`config.mk`:
```
export PLATFORM = sky130hd
export DESIGN_NAME = seg_fault_classify
export DESIGN_NICKNAME = d
export VERILOG_FILES = /design/src/rtl/seg_fault_pkg.sv /design/src/rtl/seg_fault_classify.sv
export SDC_FILE = /design/constraint.sdc
export NUM_CORES = 1
export LEC_CHECK = 0
export BUFFER_PORTS_ARGS = -buffer_cell sky130_fd_sc_hd__buf_2
export CORE_MARGIN = 1
export CORE_UTILIZATION = 30
export DETAILED_ROUTE_END_ITERATION = 12
export MAX_ROUTING_LAYER = met4
export SLEW_MARGIN = 20
export SYNTH_ARGS = -nofsm -noshare
export SYNTH_HDL_FRONTEND = slang
export SYNTH_SLANG_ARGS = --single-unit
export TNS_END_PERCENT = 50
```
`constraint.sdc`:
```
create_clock -name vclk -period 8
set_clock_uncertainty 0.2 [all_clocks]
set_input_delay 2.4 -clock vclk [all_inputs]
set_output_delay 2.4 -clock vclk [all_outputs]
set_load 0.05 [all_outputs]
```
`src/rtl/seg_fault_pkg.sv`:
```
package seg_fault_pkg;

    typedef enum logic {
        MODE_REAL = 1'b0,
        MODE_PROT = 1'b1
    } op_mode_e;

    localparam logic [2:0] SEG_SS = 3'd5;

    localparam logic [7:0] VEC_NONE   = 8'd0;
    localparam logic [7:0] VEC_ABSENT = 8'd11;
    localparam logic [7:0] VEC_STACK  = 8'd12;
    localparam logic [7:0] VEC_GP     = 8'd13;

    typedef struct packed {
        logic       size_err;
        logic       fault;
        logic [7:0] vector;
    } chk_result_t;

    function automatic logic legal_size(input logic [3:0] sz);
        return (sz == 4'd1) || (sz == 4'd2) || (sz == 4'd4) || (sz == 4'd8);
    endfunction

    function automatic logic [7:0] pick_vector(input logic is_stack, input logic absent);
        if (is_stack) return VEC_STACK;
        if (absent)   return VEC_ABSENT;
        return VEC_GP;
    endfunction

endpackage

```
`src/rtl/seg_fault_classify.sv`:
```
module seg_fault_classify
    import seg_fault_pkg::*;
#(
    parameter int OFS_W = 32
) (
    input  op_mode_e          mode,
    input  logic [2:0]        seg_sel,
    input  logic [OFS_W:0]    last_byte,
    input  logic              size_ok,
    input  logic [OFS_W-1:0]  limit,
    input  logic              present,
    input  logic              rights_ok,
    output chk_result_t       result
);
    localparam int          EXT_W     = OFS_W + 1;
    localparam logic [EXT_W-1:0] REAL_CEIL = EXT_W'(17'h0FFFF);

    logic             is_stack;
    logic [EXT_W-1:0] eff_limit;
    logic             over_limit;
    logic             absent;
    logic             bad_rights;

    always_comb begin
        is_stack   = (seg_sel == SEG_SS);
        eff_limit  = (mode == MODE_REAL) ? REAL_CEIL : {1'b0, limit};
        over_limit = last_byte > eff_limit;
        absent     = (mode == MODE_PROT) && !present;
        bad_rights = (mode == MODE_PROT) && !rights_ok;

        result = '{size_err: 1'b0, fault: 1'b0, vector: VEC_NONE};
        if (!size_ok) begin
            result.size_err = 1'b1;
        end else if (absent) begin
            result.fault  = 1'b1;
            result.vector = pick_vector(is_stack, 1'b1);
        end else if (bad_rights || over_limit) begin
            result.fault  = 1'b1;
            result.vector = pick_vector(is_stack, 1'b0);
        end
    end

endmodule

```
==> impl_summary.txt, run 1 <==
----------------------------------------------------
[Route]
  Wire length reported by the detailed router ... 2510 um
  Final ANT Viol Nets ... 0
  Detailed-router iteration count before antenna repair ... 2
  Number of vias after detailed routing ... 1211
  First-iteration detailed-routing DRC count ... 52
  Post-DR wirelength/cell ... 9.90 um
  Detailed-route vias per instance ... approximately 4.8
  DRC errors left ... 0

[Placement]
  Number of cells after detailed placement ... 254
  Count of input and output buffers ... 78
  Final weighted congestion of routability-driven global placement ... approximately 0.68
  Post-place instance area ... around 0.0015 mm2
  Post-DP HPWL ... 2280 um

[CTS]
  Hold-fix buffers, CTS ... 0
  Count of cells resized by post-cts repair ... 0
  Postcts setup bufs ... 0

[STA]
  Share of the clock period used by the worst path ... 90.0%
  Maximum operating frequency ... 0.139 GHz
  Count of final setup violators ... 0
  Setup TNS Final ... 0 ps
  Pins Over Slew Limit ... 0
  Worst slew slack as a fraction of its limit ... 64.5%
  Hold violation total from the final report ... 0
  Min Clock Period, post-route ... around 7200 ps
  Setup repair after global routing missed its margin ... false
  Actual transition at the worst max-transition pin ... about 530 ps

[Final layout]
  Filler cell count in the final layout ... 366
  Clock buffer count in the final layout ... 0
  Fraction of layout cells with a size suffix above 1 ... 41.8%
  Number of inserted diodes ... 0
  Cell Count, Final, Fillers Out ... 254
  Finished Core Util ... 43.9%
  Count of sequential standard cells ... 0
  Net count reported at finish ... 314
  Layout overhead on the synthesized area ... 37.7%
  Storage element area ... 0 um2
  Design Area, Final ... 0.00149 mm2
  Most common cell after layout, fill and taps aside ... sky130_fd_sc_hd__buf_2
  Commonest cells after routing, fill and taps aside ... sky130_fd_sc_hd__buf_2 (78), sky130_fd_sc_hd__ha_1 (32), sky130_fd_sc_hd__nand2_1 (25)

[GRT]
  GR met1 Demand/Resource ... 17.2%
  Global-route met3 utilization ... 0%
  Overall routing resource usage ... 13.1%
  Antenna violations before repair ... 0
  Met2 usage in global routing ... a little under a quarter
  Number of global-route vias before repair ... 975
  Most congested layer reported by global routing ... met2
  Pin count of the biggest net entering global routing ... 36
  Overflow left after global routing ... 0
  First-pass GRT wire length ... 3840 um

[Floorplanning]
  Floorplan die width ... 62.0 um
  Standard-cell row count ... 21
  Initial core utilization ... between 30% and 40%
  Core box area ... 0.00339 mm2
  IO Pins ... 82
  Die Outline Area ... approximately 0.0038 mm2
  Die span in y ... 62.0 um

[Logic synthesis]
  Cell count after synthesis ... 136
  Post-synth top area cell ... sky130_fd_sc_hd__ha_1
  Adder-cell area share of the yosys netlist ... between 30 and 40%
  Multiplexer area fraction after synthesis ... 0%
  Cell types occupying the most area after synthesis ... sky130_fd_sc_hd__ha_1 (37%), sky130_fd_sc_hd__nand2_1 (8.7%), sky130_fd_sc_hd__nor2b_1 (8.7%)
  Area share of and/or/nand/nor cells after synthesis ... ~40%
  Xor and xnor fraction of the mapped netlist area ... 0%
  Area fraction in compound gates after synthesis ... 16.7%
  Number of synthesis warnings ... 0
  Share of Yosys cell area claimed by the top area cell type ... 37.1%
  Post-synth cell types ... 27
  Dominant combinational cell family by area after synthesis ... simple AND/OR/NAND/NOR gates
  Sequential cell area fraction in the yosys report ... 0%
  Cell area after technology mapping ... between 0.001 and 0.0015 mm2
  Syn avg cell area ... between 7 and 8 um2

[Pwr]
  Leak Pwr ... 0.823 nW
  Worst supply voltage drop on vdd ... 18.5 uV
  Power Density ... roughly 54 mW/mm2

[Flow run]
  Max-cap viol count ... 0

[Worst setup path]
  Data required time at the worst endpoint ... 5400 ps
  Biggest fanout along the worst timing path ... 35
  Worst Setup End Kind ... output pin
  WS Path Type ... primary input to output pin
  Worst endpoint data arrival time ... approximately 4600 ps
  Startpoint Class ... primary input

[Min path]
  Hold WC Path Type ... primary input to output pin

[Run status]
  Result of the run ... finished, final reports clean

----------------------------------------------------
-- worst paths after layout --
check / depth (start not counted) / endpoint / start / slack [ps]
worst max-delay path: 9 / result[3] / mode / 800
worst min-delay path: 3 / result[9] / size_ok / 4980
-- cells by family after synthesis --
logic type / Yosys count
compound gates: 27
fa+ha+maj: 32
buf+inv: 12
other cells: 1
simple gates: 64
-- worst max-delay path, cell delays in order --
cell and delay [ps]:
sky130_fd_sc_hd__buf_2 420, sky130_fd_sc_hd__nand2_1 110, sky130_fd_sc_hd__ha_1 380, sky130_fd_sc_hd__nand4_4 120, sky130_fd_sc_hd__nor4_4 340, sky130_fd_sc_hd__nand2_1 90, sky130_fd_sc_hd__o221a_1 280, sky130_fd_sc_hd__a21oi_1 170
sky130_fd_sc_hd__buf_2 290
-- where the power goes --
| group | switching (W) | internal [W] |
|---|---|---|
| Clock | 0 | 0 |
| Combinational | 0.0000456 | 0.0000353 |
| Sequential | 0 | 0 |
| Total | 0.0000456 | 0.0000353 |
-- per-layer routing --
layer,wire [um],share of wire [%]
met1,1170,46
met3,125,5.0
met2,1210,48
met5,0,0
met4,14,0.56
-- layout make-up --
cell class / instances / area (um2) / share of cell area [%]
repair buffers: 78 / 390 / 26.3
multi-input cells: 127 / 1030 / 69.1
inverters: 3 / 11.3 / 0.758
well taps: 46 / 57.6 / 3.87
-- stage by stage --
step                hold slack, ps  total power (W)  setup WS [ps]
floorplan                     4780        0.0000567            174
global placement              4990        0.0000815            809
detailed placement            4990        0.0000819            751
CTS                           4980        0.0000822            746
global route                  5030        0.0000910            521
finish                        4980        0.0000809            801
-- cell usage after synthesis (2+ instances only) --
library cell,count
sky130_fd_sc_hd__nor4_4,2
sky130_fd_sc_hd__nand3b_1,2
sky130_fd_sc_hd__inv_1,3
sky130_fd_sc_hd__clkbuf_1,4
sky130_fd_sc_hd__nand4_2,2
sky130_fd_sc_hd__buf_4,5
sky130_fd_sc_hd__a2111oi_1,2
sky130_fd_sc_hd__o21ai_0,3
sky130_fd_sc_hd__nand3_1,6
sky130_fd_sc_hd__a21oi_1,14
sky130_fd_sc_hd__nor2_1,2
sky130_fd_sc_hd__nand4_1,3
sky130_fd_sc_hd__nand4_4,3
sky130_fd_sc_hd__ha_1,32
sky130_fd_sc_hd__nor2b_1,15
sky130_fd_sc_hd__a21o_1,3
sky130_fd_sc_hd__nand2_1,25
Power figures use the tool's default switching activity.
==> run 2: changes to the inputs <==
==> constraint.sdc (replaced) <==
create_clock -name vclk -period 8
set_clock_uncertainty 0.2 [all_clocks]
set_input_delay 1.6 -clock vclk [all_inputs]
set_output_delay 1.6 -clock vclk [all_outputs]
set_load 0.05 [all_outputs]
==> impl_summary.txt, run 2 (synthesized netlist as in run 1, its figures left out) <==
----------------------------------------------------
[Final layout]
  Net count reported at finish ... 314 (unchanged)
  Most common cell after layout, fill and taps aside ... sky130_fd_sc_hd__buf_2 (unchanged)
  Design Area, Final ... 0.00149 mm2 (unchanged)
  Number of inserted diodes ... 0 (unchanged)
  Clock buffer count in the final layout ... 0 (unchanged)
  Count of sequential standard cells ... 0 (unchanged)
  Commonest cells after routing, fill and taps aside ... sky130_fd_sc_hd__buf_2 (78), sky130_fd_sc_hd__ha_1 (32), sky130_fd_sc_hd__nand2_1 (25) (unchanged)
  Fraction of layout cells with a size suffix above 1 ... 41.8% (unchanged)
  Storage element area ... 0 um2 (unchanged)
  Layout overhead on the synthesized area ... 37.7% (unchanged)

[Placement]
  Count of input and output buffers ... 78 (unchanged)
  Post-DP HPWL ... 2230 um (was 2280 um)
  Post-place instance area ... 0.00149 mm2 (unchanged)
  Final weighted congestion of routability-driven global placement ... 0.681 (was 0.682)

[Route]
  Detailed-route vias per instance ... 4.71 (was 4.77)
  Number of vias after detailed routing ... 1197 (was 1211)
  DRC errors left ... 0 (unchanged)
  First-iteration detailed-routing DRC count ... 25 (was 52)
  Detailed-router iteration count before antenna repair ... 4 (was 2)
  Wire length reported by the detailed router ... 2470 um (was 2510 um)
  Final ANT Viol Nets ... 0 (unchanged)
  Post-DR wirelength/cell ... 9.73 um (was 9.90 um)

[STA]
  Setup TNS Final ... 0 ps (unchanged)
  Setup repair after global routing missed its margin ... false (unchanged)
  Worst slew slack as a fraction of its limit ... 64.5% (about the same)
  Maximum operating frequency ... 0.179 GHz (was 0.139 GHz)
  Actual transition at the worst max-transition pin ... 533 ps (was 532 ps)
  Hold violation total from the final report ... 0 (unchanged)
  Count of final setup violators ... 0 (unchanged)
  Min Clock Period, post-route ... 5590 ps (was 7200 ps)
  Pins Over Slew Limit ... 0 (unchanged)
  Share of the clock period used by the worst path ... 69.9% (was 90.0%)
  Hold_ws ... 3380 ps (was 4980 ps)

[Floorplanning]
  Standard-cell row count ... 21 (unchanged)
  IO Pins ... 82 (unchanged)
  Die span in y ... 62.0 um (unchanged)
  Core box area ... 0.00339 mm2 (unchanged)
  Floorplan die width ... 62.0 um (unchanged)
  Initial core utilization ... 31.9% (unchanged)
  Die Outline Area ... 0.00384 mm2 (unchanged)

[CTS]
  Postcts setup bufs ... 0 (unchanged)
  Hold-fix buffers, CTS ... 0 (unchanged)
  Count of cells resized by post-cts repair ... 0 (unchanged)

[Worst setup path]
  Startpoint Class ... primary input (unchanged)
  Cell type of the slowest stage on the worst timing path ... sky130_fd_sc_hd__buf_2 (unchanged)
  Worst path cell trace ... buf_2 -> nand2_1 -> ha_1 -> a21o_1 -> a32o_1 -> a2111oi_1 -> o221a_1 -> a21oi_1 -> buf_2 (was buf_2 -> nand2_1 -> ha_1 -> nand4_4 -> nor4_4 -> nand2_1 -> o221a_1 -> a21oi_1 -> buf_2)
  Delay of the slowest cell on the worst path ... 430 ps (was 420 ps)
  Cell repeated most along the worst path ... sky130_fd_sc_hd__buf_2
  Crit-path leading delay family ... compound AO/OA/AOI/OAI gates (was buffers and inverters)
  Sum of buffers and inverters on the critical path ... 2 (unchanged)
  Worst Setup End Kind ... output pin (unchanged)
  Biggest fanout along the worst timing path ... 35 (unchanged)
  Data required time at the worst endpoint ... 6200 ps (was 5400 ps)
  WS Path Type ... primary input to output pin (unchanged)
  Worst endpoint data arrival time ... 3790 ps (was 4600 ps)

[Pwr]
  Power Density ... 54.0 mW/mm2 (was 54.4 mW/mm2)
  Combinational Power Share ... 100.0% (about the same)
  Worst supply voltage drop on vdd ... 19.6 uV (was 18.5 uV)
  P_sw ... 0.0000451 W (was 0.0000456 W)
  Sw Share ... 56.2% (was 56.4%)
  Reg power frac ... 0% (about the same)
  Pint ... 0.0000352 W (was 0.0000353 W)
  Leak Pwr ... 0.823 nW (unchanged)
  Portion of total power attributed to the clock network ... 0% (about the same)

[GRT]
  Number of global-route vias before repair ... 921 (was 975)
  First-pass GRT wire length ... 3620 um (was 3840 um)
  Overall routing resource usage ... 12.3% (was 13.1%)
  Antenna violations before repair ... 0 (unchanged)
  Pin count of the biggest net entering global routing ... 36 (unchanged)
  Overflow left after global routing ... 0 (unchanged)

[Min path]
  Number of cells on the worst hold path ... 3 (unchanged)
  Hold WC Path Type ... primary input to output pin (unchanged)
  Startpoint of the lowest-slack hold path ... size_ok (unchanged)
  Hold path endpoint ... result[9] (unchanged)

[Flow run]
  Max-cap viol count ... 0 (unchanged)

[Run status]
  Result of the run ... finished, final reports clean (unchanged)

----------------------------------------------------
==> run 2: cell counts in the layout (fill, tap and decap cells not counted) <==
Identical to the previous run, type by type.
==> run 2: layout make-up <==
| cell class | instances | area (um2) |
|---|---|---|
| inverter | 3 | 11.3 |
| timing repair buffer | 78 | 390 |
| fill | 358 | 1900 |
| tap | 46 | 57.6 |
| multi-input combinational | 127 | 1030 |
==> run 2: tightest hold or removal path: stages <==
cell and delay [ps]:
sky130_fd_sc_hd__buf_2 120, sky130_fd_sc_hd__inv_1 50, sky130_fd_sc_hd__buf_2 200
==> run 2: power by group through the flow <==
stage / Clock (W) / Combinational (W) / Sequential [W]
after floorplan: 0 / 0.0000567 / 0
final: 0 / 0.0000803 / 0
after CTS: 0 / 0.0000818 / 0
after global placement: 0 / 0.0000815 / 0
after global routing: 0 / 0.0000906 / 0
after detailed placement: 0 / 0.0000815 / 0
==> run 2: layer usage <==
layer	up-vias	track usage, %	wire [um]
li1	646	-	-
met2	41	21.4	1150
met1	510	16.9	1170
met5	-	-	0
met4	0	0	0
met3	0	0	151
==> run 2: worst max-delay path by stage <==
stage	cells past startpoint	slack [ps]	start	to
floorplan	10	1770	mode	result[8]
global placement	9	2410	mode	result[3]
detailed placement	9	2350	mode	result[3]
CTS	9	2360	mode	result[3]
global route	8	2110	mode	result[3]
finish	9	2410	mode	result[3]
==> run 2: per-stage QoR <==
step                      power (W)  std cells  util (%)  setup WS (ps)
after floorplan           0.0000567        139         -           1770
final                     0.0000803        254      43.9           2410
after global placement    0.0000815        254      43.9           2410
after CTS                 0.0000818        254      43.9           2360
after global routing      0.0000906        254      43.9           2110
after detailed placement  0.0000815        254      43.9           2350
